==> src/rtl/mdio_pkg.sv <==
package mdio_pkg;
  localparam int FRAME_BITS = 64;
  localparam int BIT_W      = $clog2(FRAME_BITS);
  localparam int TA2_IDX    = 47;
  localparam int DAT0_IDX   = 48;
  localparam int CMD_W      = 14;

  typedef struct packed {
    logic [1:0] sof;
    logic [1:0] op;
    logic [4:0] port;
    logic [4:0] dev;
  } mdio_cmd_t;
endpackage

==> src/rtl/mdio_clkgen.sv <==
module mdio_clkgen #(
  parameter int HALF_DIV = 10
) (
  input  logic clk,
  input  logic rst_n,
  input  logic run,
  output logic mdc,
  output logic rise_tk,
  output logic fall_tk
);
  localparam int CW = (HALF_DIV > 1) ? $clog2(HALF_DIV) : 1;
  localparam logic [CW-1:0] LAST = CW'(HALF_DIV - 1);

  logic [CW-1:0] cnt_q;
  logic          mdc_q;
  logic          wrap;

  assign wrap    = run && (cnt_q == LAST);
  assign rise_tk = wrap && !mdc_q;
  assign fall_tk = wrap && mdc_q;
  assign mdc     = mdc_q;

  always_ff @(posedge clk) begin
    if (!rst_n || !run) begin
      cnt_q <= '0;
      mdc_q <= 1'b0;
    end else if (wrap) begin
      cnt_q <= '0;
      mdc_q <= ~mdc_q;
    end else begin
      cnt_q <= cnt_q + 1'b1;
    end
  end
endmodule

==> src/rtl/mdio_frame.sv <==
module mdio_frame
  import mdio_pkg::*;
(
  input  logic        clk,
  input  logic        rst_n,
  input  logic        start,
  input  mdio_cmd_t   cmd,
  input  logic [15:0] payload,
  input  logic        rise_tk,
  input  logic        fall_tk,
  input  logic        mdio_i,
  output logic        busy,
  output logic        mdio_o,
  output logic        mdio_oe,
  output logic        done_rd,
  output logic        rd_fail,
  output logic [15:0] rd_data
);
  localparam logic [BIT_W-1:0] LAST_B = BIT_W'(FRAME_BITS - 1);
  localparam logic [BIT_W-1:0] TA2_B  = BIT_W'(TA2_IDX);
  localparam logic [BIT_W-1:0] DAT0_B = BIT_W'(DAT0_IDX);

  logic [FRAME_BITS-1:0] shift_q;
  logic [BIT_W-1:0]      bit_q;
  logic                  busy_q, rd_q, fail_q;
  logic [15:0]           cap_q;

  always_ff @(posedge clk) begin
    if (!rst_n) begin
      shift_q <= '1;
      bit_q   <= '0;
      busy_q  <= 1'b0;
      rd_q    <= 1'b0;
      fail_q  <= 1'b0;
      cap_q   <= '0;
    end else if (start) begin
      shift_q <= {32'hFFFF_FFFF, cmd.sof, cmd.op, cmd.port, cmd.dev, 2'b10, payload};
      bit_q   <= '0;
      busy_q  <= 1'b1;
      rd_q    <= cmd.op[1];
    end else if (busy_q) begin
      if (rise_tk) begin
        if (bit_q == TA2_B) fail_q <= mdio_i;
        if (bit_q >= DAT0_B) cap_q <= {cap_q[14:0], mdio_i};
      end
      if (fall_tk) begin
        if (bit_q == LAST_B) begin
          busy_q <= 1'b0;
        end else begin
          shift_q <= {shift_q[FRAME_BITS-2:0], 1'b1};
          bit_q   <= bit_q + 1'b1;
        end
      end
    end
  end

  assign busy    = busy_q;
  assign mdio_o  = busy_q ? shift_q[FRAME_BITS-1] : 1'b1;
  assign mdio_oe = busy_q && !(rd_q && (bit_q >= TA2_B));
  assign done_rd = busy_q && fall_tk && (bit_q == LAST_B) && rd_q;
  assign rd_fail = fail_q;
  assign rd_data = cap_q;
endmodule

==> src/rtl/mdio_master.sv <==
module mdio_master
  import mdio_pkg::*;
#(
  parameter int HALF_DIV = 10
) (
  input  logic        clk,
  input  logic        rst_n,
  input  logic        reg_we,
  input  logic [4:0]  reg_addr,
  input  logic [31:0] reg_wdata,
  output logic [31:0] reg_rdata,
  output logic        mdc,
  output logic        mdio_o,
  output logic        mdio_oe,
  input  logic        mdio_i
);
  localparam logic [2:0] W_CMD  = 3'd0;
  localparam logic [2:0] W_ADDR = 3'd1;
  localparam logic [2:0] W_WDAT = 3'd2;
  localparam logic [2:0] W_RDAT = 3'd3;
  localparam logic [2:0] W_STAT = 3'd4;

  mdio_cmd_t   cmd_q, cmd_new;
  logic [15:0] addr_q, wdat_q, rdat_q, payload, rd_data;
  logic        stat_q, busy, cmd_wr, start, done_rd, rd_fail;
  logic        rise_tk, fall_tk;
  logic [2:0]  word;
  logic        unused_bits;

  assign word        = reg_addr[4:2];
  assign unused_bits = ^{reg_wdata[31:15], reg_addr[1:0]};
  assign cmd_new     = mdio_cmd_t'(reg_wdata[CMD_W-1:0]);
  assign cmd_wr      = reg_we && (word == W_CMD);
  assign start       = cmd_wr && !busy && reg_wdata[CMD_W];
  assign payload     = (cmd_new.sof == 2'd0 && cmd_new.op == 2'd0) ? addr_q : wdat_q;

  always_ff @(posedge clk) begin
    if (!rst_n) begin
      cmd_q  <= '0;
      addr_q <= '0;
      wdat_q <= '0;
      rdat_q <= '0;
      stat_q <= 1'b0;
    end else begin
      if (cmd_wr && !busy) cmd_q <= cmd_new;
      if (reg_we && word == W_ADDR) addr_q <= reg_wdata[15:0];
      if (reg_we && word == W_WDAT) wdat_q <= reg_wdata[15:0];
      if (done_rd) begin
        rdat_q <= rd_data;
        stat_q <= rd_fail;
      end
    end
  end

  always_comb begin
    case (word)
      W_CMD:   reg_rdata = {17'd0, busy, cmd_q};
      W_ADDR:  reg_rdata = {16'd0, addr_q};
      W_WDAT:  reg_rdata = {16'd0, wdat_q};
      W_RDAT:  reg_rdata = {16'd0, rdat_q};
      W_STAT:  reg_rdata = {31'd0, stat_q};
      default: reg_rdata = 32'd0;
    endcase
  end

  mdio_clkgen #(.HALF_DIV(HALF_DIV)) u_clk (
    .clk(clk), .rst_n(rst_n), .run(busy),
    .mdc(mdc), .rise_tk(rise_tk), .fall_tk(fall_tk)
  );

  mdio_frame u_frame (
    .clk(clk), .rst_n(rst_n), .start(start), .cmd(cmd_new), .payload(payload),
    .rise_tk(rise_tk), .fall_tk(fall_tk), .mdio_i(mdio_i),
    .busy(busy), .mdio_o(mdio_o), .mdio_oe(mdio_oe),
    .done_rd(done_rd), .rd_fail(rd_fail), .rd_data(rd_data)
  );
endmodule

==> config.mk <==
export PLATFORM = sky130hd
export DESIGN_NAME = mdio_master
export DESIGN_NICKNAME = d
export VERILOG_FILES = /design/src/rtl/mdio_pkg.sv /design/src/rtl/mdio_clkgen.sv /design/src/rtl/mdio_frame.sv /design/src/rtl/mdio_master.sv
export SDC_FILE = /design/constraint.sdc
export NUM_CORES = 1
export LEC_CHECK = 0
export ABC_AREA = 1
export ABC_CLOCK_PERIOD_IN_PS = 1850
export BUFFER_PORTS_ARGS = -buffer_cell sky130_fd_sc_hd__buf_2
export CAP_MARGIN = 20
export CORE_MARGIN = 8
export CORE_UTILIZATION = 58
export CTS_CLUSTER_DIAMETER = 40
export DETAILED_ROUTE_END_ITERATION = 7
export PLACE_DENSITY = 0.79
export SLEW_MARGIN = 20
export SYNTH_ARGS = -nofsm -noshare
export SYNTH_HDL_FRONTEND = slang
export SYNTH_SLANG_ARGS = --single-unit
==> constraint.sdc <==
create_clock -name clk -period 1.85 [get_ports clk]
set_input_delay 0.185 -clock clk [delete_from_list [all_inputs] [get_ports clk]]
set_output_delay 0.185 -clock clk [all_outputs]
set_load 0.01 [all_outputs]
==> reports/qor.yml, run 1 <==
run_status:
  status: "finished, final reports clean"
power:
  p_comb_share_pct: 5.0
  clkPwrFrac_pct: 48.3
  switching_share_pct: 22.0
  p_sw_w: 0.00163
  seqPwrFrac_pct: 46.7
  ir_worst_vdd_uv: 850
  p_leak_nw: 3.70
  p_int_w: 0.00577
  p_total_w: 0.00740
  power.density_nw_per_um2: 923
global_routing:
  busiest_layer: "met2"
  antenna_found_initial: 0
  use_met3_pct: 5.61
  grt_pass1_wl_um: 27400
  grt_pass1_vias: 5808
  met2_usage_pct: 33.8
  grt-ovfl-total: 0
  grt_max_degree: 62
  grt_usage_pct: 21.0
  gr-usage-met1_pct: 26.4
cells_and_area:
  final_common_cell: "nand2_1"
  syn_to_final_growth_pct: 14.6
  nNetsFinal: 1091
  layout-drive-gt1-share_pct: 11.0
  design_area_um2: 8010
  final_cell_mix: "249 x nand2_1, 156 x dfxtp_1, 153 x nor2_1"
  diodes: 0
  instances_no_fill: 1207
  final_util_pct: 67.3
critical_path:
  r2r_start: "u_clk.cnt_q[0]"
  start_kind: "register"
  critPathLaunch: "u_frame.bit_q[1]"
  cp-end-kind: "output pin"
  crit_path_max_fanout: 3
  cp.required_ns: 1.66
  critPathKind: "reg2out"
  cp.arrival_ns: 1.52
  reg2reg_depth: 8
  endpoint: "mdio_oe"
  rrSetupSlack_ns: 0.20
  worstReg2RegEnd: "u_frame.shift_q[8]"
clocking:
  clkTransAtPathRegs_ns: 0.06
  root_buffer: "clkbuf_16"
  h-tree-depth: 4
  insertion_delay_ns: 0.42
  clock_sink_count: 157
  cts_buffers: 17
  clockBufferDepth: 2
  tritoncts: "done"
sta:
  slew_viol_final: 0
  relSlewSlack_pct: 37.6
  fin_setup_tns_ns: 0
  setup_viol_count_final: 0
  timing.fmax_mhz: 585
  fin_worst_skew_ns: 0.00615
  hold_viol: 0
  period_minus_slack_ns: 1.71
  min_period_over_period_pct: 92.4
  tightest_slew_ns: 0.935
die:
  die_y_um: 126
  die_area_um2: 15800
  initial_core_util_pct: 58.7
  pin_count: 76
  rows: 40
  coreArea_um2: 11900
  die_w_um: 126
min_path:
  min_path_type: "in2reg"
place:
  place.gp.congestion: 0.815
  placed_cell_area_um2: 7350
  dp_cells: 1169
  numPortBuffers: 41
  dpl.hpwl_um: 10800
route:
  post_drt_wl_per_cell_um: 13.5
  ant_nets: 0
  vias: 6288
  drt_iter0_drc: 656
  routed_wl_um: 16300
  drt-vias-per-instance: 5.21
  drtPass1Iterations: 7
  drcViolationCount: 0
synthesis:
  ys_seq_elements: 157
  synthCells: 1014
  yosysSeqAreaShare_pct: 45.0
  synth_cell_types: 27
  yosysWarnings: 0
  syn_area_um2: 6990
  synth.avg_cell_area_um2: 6.89
run:
  drv_cap: 0
==> metrics by stage <==
stage	setup slack (ns)	hold WS [ns]
floorplan	0.256	0.320
global route	-0.00132	0.0486
detailed placement	0.106	0.435
global placement	0.140	0.423
finish	0.140	0.0284
CTS	0.0615	0.0183
==> cells in the mapped netlist <==
cell | instances | share of area (%)
nand2_1 | 250 | 13
inv_1 | 102 | 5.5
nor3_4 | 1 | 0.23
nor2_1 | 153 | 8.2
xor2_1 | 3 | 0.38
nand4_2 | 1 | 0.18
nor2_4 | 1 | 0.16
ha_1 | 3 | 0.54
nand3b_1 | 16 | 1.7
clkbuf_1 | 36 | 1.9
buf_4 | 18 | 1.9
buf_1 | 6 | 0.32
xnor2_1 | 1 | 0.13
o21ai_0 | 65 | 4.7
a21oi_1 | 43 | 3.1
inv_2 | 2 | 0.11
dfxtp_1 | 157 | 45
nand2_2 | 2 | 0.18
conb_1 | 1 | 0.054
buf_2 | 14 | 1.0
or2_2 | 2 | 0.18
o2111ai_1 | 14 | 1.8
o221ai_1 | 1 | 0.13
nand3_4 | 1 | 0.25
nor2_2 | 1 | 0.090
nand3_1 | 102 | 7.3
nand4_1 | 18 | 1.6
==> per-layer routing <==
layer / vias up / part of all wire (%)
met5: - / 0
met1: 2839 / 45
li1: 3261 / -
met2: 161 / 47
met3: 27 / 5.9
met4: 0 / 1.9
==> repair_timing <==
item / CTS / global route
setup endpoints to repair: 0 / 74
buffers inserted: 0 / 5
hold endpoints to repair: 1 / 0
hold buffers: 1 / 0
resized for setup: 0 / 3
==> how the worst min path moves through the flow <==
stage                 start                  to  slack [ns]  depth (start not counted)
2_1_floorplan        mdio_i  u_frame.rd_data[0]        0.32                          2
3_3_place_gp         mdio_i  u_frame.rd_data[0]        0.42                          3
3_5_place_dp         mdio_i  u_frame.rd_data[0]        0.44                          3
4_1_cts        reg_wdata[6]            cmd_q[6]        0.02                          3
5_1_grt        reg_wdata[9]            cmd_q[9]        0.05                          3
6_report       reg_wdata[2]            cmd_q[2]        0.03                          3
==> registers in the layout, summed over array words and instances, names as in the netlist <==
| name | count |
|---|---|
| u_frame.shift_q | 64 |
| wdat_q | 16 |
| stat_q | 1 |
| u_clk.cnt_q | 4 |
| u_frame.rd_q | 1 |
| cmd_q | 14 |
| u_clk.mdc | 1 |
| u_frame.busy | 1 |
| u_frame.bit_q | 6 |
| addr_q | 16 |
| u_frame.rd_fail | 1 |
| rdat_q | 16 |
| u_frame.rd_data | 16 |
==> area by class of cell <==
type                       count  area (µm²)
clock buffer                  21         470
clock inverter                11         140
fill                        1022        3900
inverter                     104         390
multi-input combinational    694        3160
sequential                   157        3140
tap                          147         184
timing repair buffer          73         523
==> power by group through the flow <==
stage / clock network, W / logic [W] / registers, W
after floorplan: 0 / 0.000266 / 0.00352
after global placement: 0 / 0.000357 / 0.00353
after detailed placement: 0 / 0.000362 / 0.00353
after CTS: 0.00362 / 0.000366 / 0.00346
after global routing: 0.00378 / 0.000413 / 0.00346
final: 0.00357 / 0.000370 / 0.00346
==> logic make-up after synthesis <==
family,after synthesis,synth area share [%]
other cells,1,0.0537
xor+xnor,4,0.501
buf+inv,178,10.8
flops,157,45.0
simple gates,548,33.5
compound gates,123,9.61
fa+ha+maj,3,0.537
==> worst max-delay path, stage by stage (launching register included) <==
cell and delay (ns):
dfxtp_1 0.36, ha_2 0.21, nand2_1 0.06, nor2_1 0.12, nand2_1 0.08, nand2_1 0.06
a21oi_1 0.07, buf_2 0.15
Power figures use the tool's default switching activity.
==> run 2, diff against run 1 <==
--- a/config.mk
+++ b/config.mk
@@ -11,6 +11,7 @@
 export CAP_MARGIN = 20
 export CORE_MARGIN = 8
 export CORE_UTILIZATION = 58
+export CTS_BUF_LIST = sky130_fd_sc_hd__clkbuf_16
 export CTS_CLUSTER_DIAMETER = 40
 export DETAILED_ROUTE_END_ITERATION = 7
 export PLACE_DENSITY = 0.79
==> run 2 against run 1 <==
Compared with the run above: clock power decreased by 4%; worst setup slack got worse by 0.0032 ns; power is 1.7% lower; worst hold slack got worse by 0.0013 ns; critical path depth is the same; register-to-register slack hardly changed; count of clock-buffer cells in the layout decreased by 4; sequential power about the same; combinational power is essentially flat; sequential share of layout area rose by 0.15 points; largest power group is now registers; highest routed layer unchanged.
==> reports/qor.yml, run 2 (synthesized netlist as in run 1, its figures left out) <==
die:
  rows: 40
  die_y_um: 126
  initial_core_util_pct: 58.7
  die_area_um2: 15800
  die_w_um: 126
  coreArea_um2: 11900
  pin_count: 76
route:
  drt-vias-per-instance: 5.21
  post_drt_wl_per_cell_um: 13.5
  drcViolationCount: 0
  drtPass1Iterations: 7
  vias: 6287
  ant_nets: 0
  routed_wl_um: 16300
  drt_iter0_drc: 679
sta:
  timing.fmax_mhz: 584
  fin_worst_skew_ns: 0.00624
  rsz0062_at_grt: "no"
  fin_setup_tns_ns: 0
  period_minus_slack_ns: 1.71
  slew_viol_final: 0
  setup_viol_count_final: 0
  setup_ws_ns: 0.137
  relSlewSlack_pct: 38.8
  min_period_over_period_pct: 92.6
  tightest_slew_ns: 0.918
  holdWs_ns: 0.0271
  hold_viol: 0
min_path:
  timing.hold.worst_path_depth: 3
  min_to: "cmd_q[9]"
  min_path_type: "in2reg"
  hp-start: "reg_wdata[9]"
critical_path:
  worstReg2RegEnd: "u_frame.shift_q[34]"
  r2r_start: "u_clk.cnt_q[0]"
  cp-end-kind: "output pin"
  crit_path_max_fanout: 3
  start_kind: "register"
  critPathKind: "reg2out"
  reg2reg_depth: 8
  rrSetupSlack_ns: 0.20
  cp.required_ns: 1.66
  cp.arrival_ns: 1.53
global_routing:
  grt_max_degree: 62
  grt_pass1_vias: 5811
  grt_usage_pct: 20.9
  grt_pass1_wl_um: 27300
  antenna_found_initial: 0
  grt-ovfl-total: 0
clocking:
  root_buffer: "clkbuf_16"
  clkTransAtPathRegs_ns: 0.06
  h-tree-depth: 4
  insertion_delay_ns: 0.43
  cts_buffers: 17
  clock_sink_count: 157
  clockBufferDepth: 2
  tritoncts: "done"
run_status:
  status: "finished, final reports clean"
cells_and_area:
  largest_register: "u_frame.shift_q"
  multi_input_area_um2: 3160
  final_cell_mix: "249 x nand2_1, 156 x dfxtp_1, 153 x nor2_1"
  layout-drive-gt1-share_pct: 10.8
  diodes: 0
  fillers: 1026
  final_util_pct: 67.0
  largest_reg_flops: 64
  nNetsFinal: 1091
  register_area_um2: 3140
  final_common_cell: "nand2_1"
  syn_to_final_growth_pct: 14.2
place:
  dpl.hpwl_um: 10800
  numPortBuffers: 41
  place.gp.congestion: 0.815
  place_ws_ns: 0.106
power:
  p_leak_nw: 3.69
  ir_worst_vdd_uv: 850
  power.density_nw_per_um2: 911
run:
  drv_cap: 0
[run 2: changes by cell type in the layout (fill, tap and decap cells not counted), sizes merged]
cell,delta
inv,+1
clkbuf,-4
clkinv,+3
[run 2: metrics by stage]
stage          cells  power (W)  instance area [µm²]
2_1_floorplan   1029    0.00379                 7050
3_3_place_gp    1169    0.00389                 7350
3_5_place_dp    1169    0.00389                 7350
4_1_cts         1202    0.00731                 7940
5_1_grt         1207    0.00752                 7980
6_report        1207    0.00727                 7980
[run 2: worst max path at each step]
stage | startpoint | end | slack, ns | cells past startpoint
floorplan | u_frame.bit_q[0] | u_frame.shift_q[49] | 0.26 | 8
global placement | u_clk.cnt_q[0] | u_frame.shift_q[13] | 0.14 | 8
global route | u_clk.cnt_q[0] | u_frame.shift_q[6] | 0.0008 | 8
detailed placement | u_clk.cnt_q[0] | u_frame.bit_q[3] | 0.11 | 8
CTS | u_frame.bit_q[0] | mdio_oe | 0.06 | 7
finish | u_frame.bit_q[1] | mdio_oe | 0.14 | 7
[run 2: worst max-delay path, cell delays in order, from the launching register on]
cell and delay [ns]:
dfxtp_1 0.36, ha_2 0.21, nand2_1 0.06, nor2_1 0.12
nand2_1 0.08, nand2_1 0.06, a21oi_1 0.06, buf_2 0.15
[run 2: report_power, final]
part	internal (W)	switching [W]	total [W]
registers	0.00343	0.0000260	0.00346
logic	0.000121	0.000250	0.000370
clock network	0.00209	0.00136	0.00344
[run 2: area by class of cell]
class                      count  area share (%)
clock buffer                  17            5.33
timing repair buffer          73            6.55
tap                          147            2.30
clock inverter                15            1.94
multi-input combinational    694            39.6
inverter                     104            4.89
sequential                   157            39.4
[run 2: timing repair]
| action | in CTS | in global routing |
|---|---|---|
| hold buffers | 1 | 0 |
| endpoints found under the hold margin | 1 | 0 |
| resized for setup | 0 | 3 |
| setup endpoints to repair | 0 | 74 |
| buffers inserted | 0 | 5 |
[run 2: metal layers]
layer / routed length [µm] / track usage (%)
met5: 0 / 0
met4: 281 / 7.64
met3: 803 / 5.61
met2: 7660 / 33.8
met1: 7520 / 26.3
==> run 3, diff against run 2 <==
--- a/config.mk
+++ b/config.mk
@@ -6,16 +6,16 @@
 export NUM_CORES = 1
 export LEC_CHECK = 0
 export ABC_AREA = 1
-export ABC_CLOCK_PERIOD_IN_PS = 1850
+export ABC_CLOCK_PERIOD_IN_PS = 2000
 export BUFFER_PORTS_ARGS = -buffer_cell sky130_fd_sc_hd__buf_2
 export CAP_MARGIN = 20
 export CORE_MARGIN = 8
-export CORE_UTILIZATION = 58
+export CORE_UTILIZATION = 60
 export CTS_BUF_LIST = sky130_fd_sc_hd__clkbuf_16
 export CTS_CLUSTER_DIAMETER = 40
 export DETAILED_ROUTE_END_ITERATION = 7
-export PLACE_DENSITY = 0.79
-export SLEW_MARGIN = 20
+export PLACE_DENSITY_LB_ADDON = 0.12
+export SLEW_MARGIN = 15
 export SYNTH_ARGS = -nofsm -noshare
 export SYNTH_HDL_FRONTEND = slang
 export SYNTH_SLANG_ARGS = --single-unit
==> constraint.sdc (replaced) <==
create_clock -name clk -period 2 [get_ports clk]
set_input_delay 0.2 -clock clk [delete_from_list [all_inputs] [get_ports clk]]
set_output_delay 0.2 -clock clk [all_outputs]
set_load 0.01 [all_outputs]
==> run 3 against run 2 <==
Compared with the run above: worst setup slack better by 0.056 ns; via count is 0.49% higher; cell area shrank 1.6%; sequential power down 7.5%; sequential share of layout area increased by 0.60 points; wire length increased by 1.3%; clock skew is essentially flat; count of clock-buffer cells in the layout did not move; critical path type unchanged; highest routed layer unchanged.
==> reports/qor.yml, run 3 (synthesized netlist as in run 1, its figures left out) <==
route:
  drtPass1Iterations: 8
  drt_iter0_drc: 665
  vias: 6318
  routed_wl_um: 16500
  drcViolationCount: 0
  drt-vias-per-instance: 5.26
  ant_nets: 0
  post_drt_wl_per_cell_um: 13.7
cells_and_area:
  diodes: 0
  final_cell_mix: "250 x nand2_1, 157 x dfxtp_1, 153 x nor2_1"
  nNetsFinal: 1090
  syn_to_final_growth_pct: 12.4
  instances_no_fill: 1201
  largest_register: "u_frame.shift_q"
  final_common_cell: "nand2_1"
  layout-drive-gt1-share_pct: 10.0
  largest_reg_flops: 64
place:
  place.gp.congestion: 0.838
  numPortBuffers: 41
  dp_cells: 1165
  dpl.hpwl_um: 10900
clocking:
  h-tree-depth: 4
  insertion_delay_ns: 0.43
  cts_resized: 0
  clkTransAtPathRegs_ns: 0.06
  clockBufferDepth: 2
  cts_buffers: 17
  clock_sink_count: 157
  root_buffer: "clkbuf_16"
  tritoncts: "done"
sta:
  fin_setup_tns_ns: 0
  fin_worst_skew_ns: 0.00626
  hold_viol: 0
  timing.fmax_mhz: 553
  holdWs_ns: 0.0365
  min_period_over_period_pct: 90.3
  tightest_slew_ns: 0.987
  rsz0062_at_grt: "no"
  slew_viol_final: 0
  setup_viol_count_final: 0
  period_minus_slack_ns: 1.81
  relSlewSlack_pct: 34.1
critical_path:
  crit_path_max_fanout: 3
  reg2reg_depth: 8
  rrSetupSlack_ns: 0.24
  worstReg2RegEnd: "rdat_q[3]"
  cp.required_ns: 1.80
  cp.arrival_ns: 1.61
  critPathKind: "reg2out"
  start_kind: "register"
  r2r_start: "u_frame.bit_q[1]"
  cp-end-kind: "output pin"
global_routing:
  grt_max_degree: 63
  grt_pass1_vias: 5864
  antenna_found_initial: 0
  grt_pass1_wl_um: 27700
  grt_usage_pct: 22.9
  grt-ovfl-total: 0
power:
  power.density_nw_per_um2: 815
  p_total_w: 0.00641
  p_sw_w: 0.00147
  switching_share_pct: 23.0
  ir_worst_vdd_uv: 879
  p_leak_nw: 3.64
  p_comb_share_pct: 5.2
  clkPwrFrac_pct: 44.8
  seqPwrFrac_pct: 49.9
  p_int_w: 0.00493
die:
  die_y_um: 124
  coreArea_um2: 11400
  initial_core_util_pct: 61.2
  die_w_um: 124
  die_area_um2: 15400
  rows: 39
  pin_count: 76
run_status:
  status: "finished, final reports clean"
min_path:
  hp-start: "reg_wdata[7]"
  timing.hold.worst_path_depth: 3
  min_path_type: "in2reg"
  min_to: "cmd_q[7]"
run:
  drv_cap: 0
[run 3: cell count changes in the layout (fill, tap and decap cells not counted), sizes merged]
cell,change
bufinv,-2
clkinv,-1
inv,+2
nor2,+1
buf,-2
[run 3: layout make-up]
type,count,area [µm²]
clock buffers,17,425
clock inverters,14,88.8
fillers,1039,3560
inverters,104,390
multi-input cells,695,3160
flip-flops and latches,157,3140
well taps,143,179
repair buffers,71,470
[run 3: repair_timing]
action | 4_1_cts | 5_1_grt
pin swaps | 1 | 1
hold buffers | 1 | 0
setup endpoints to repair | 1 | 14
endpoints found under the hold margin | 1 | 0
gates cloned | 1 | 0
setup buffers | 0 | 3
[run 3: how the worst max path moves through the flow]
stage / cells after the start / endpoint / startpoint / slack [ns]
floorplan: 8 / u_frame.shift_q[49] / u_frame.bit_q[0] / 0.41
detailed placement: 9 / u_frame.bit_q[1] / u_clk.cnt_q[1] / 0.06
finish: 7 / mdio_oe / u_frame.bit_q[1] / 0.19
global route: 9 / u_frame.bit_q[1] / u_clk.cnt_q[1] / 0.04
global placement: 9 / u_frame.bit_q[2] / u_clk.cnt_q[1] / 0.08
CTS: 9 / u_frame.bit_q[1] / u_clk.cnt_q[1] / 0.07
[run 3: critical path, stage by stage, from the launching register on]
cell and delay (ns):
dfxtp_1 0.36, ha_1 0.21, nand2_1 0.07, nor2_1 0.14
nand2_1 0.09, nand2_1 0.06, a21oi_1 0.08, buf_2 0.17
[run 3: per-stage QoR]
stage	instance area [µm²]	util, %	worst slack, ns
floorplan	7050	-	0.406
global route	7860	68.8	0.0363
CTS	7840	68.6	0.0679
finish	7860	68.8	0.193
global placement	7300	64.0	0.0848
detailed placement	7300	64.0	0.0613
[run 3: metal layers]
layer  track usage, %  vias to the layer above  wire length, µm
met5                0                        -                0
met4             9.37                        0              397
met3             5.67                       35             1010
met2             35.8                      188             7540
met1             29.7                     2828             7520
li1                 -                     3267                -
[run 3: power by group through the flow]
stage,registers [W],clock network (W),logic (W)
floorplan,0.00326,0,0.000246
global placement,0.00327,0,0.000326
detailed placement,0.00327,0,0.000330
CTS,0.00320,0.00291,0.000332
global route,0.00320,0.00304,0.000377
finish,0.00320,0.00287,0.000335
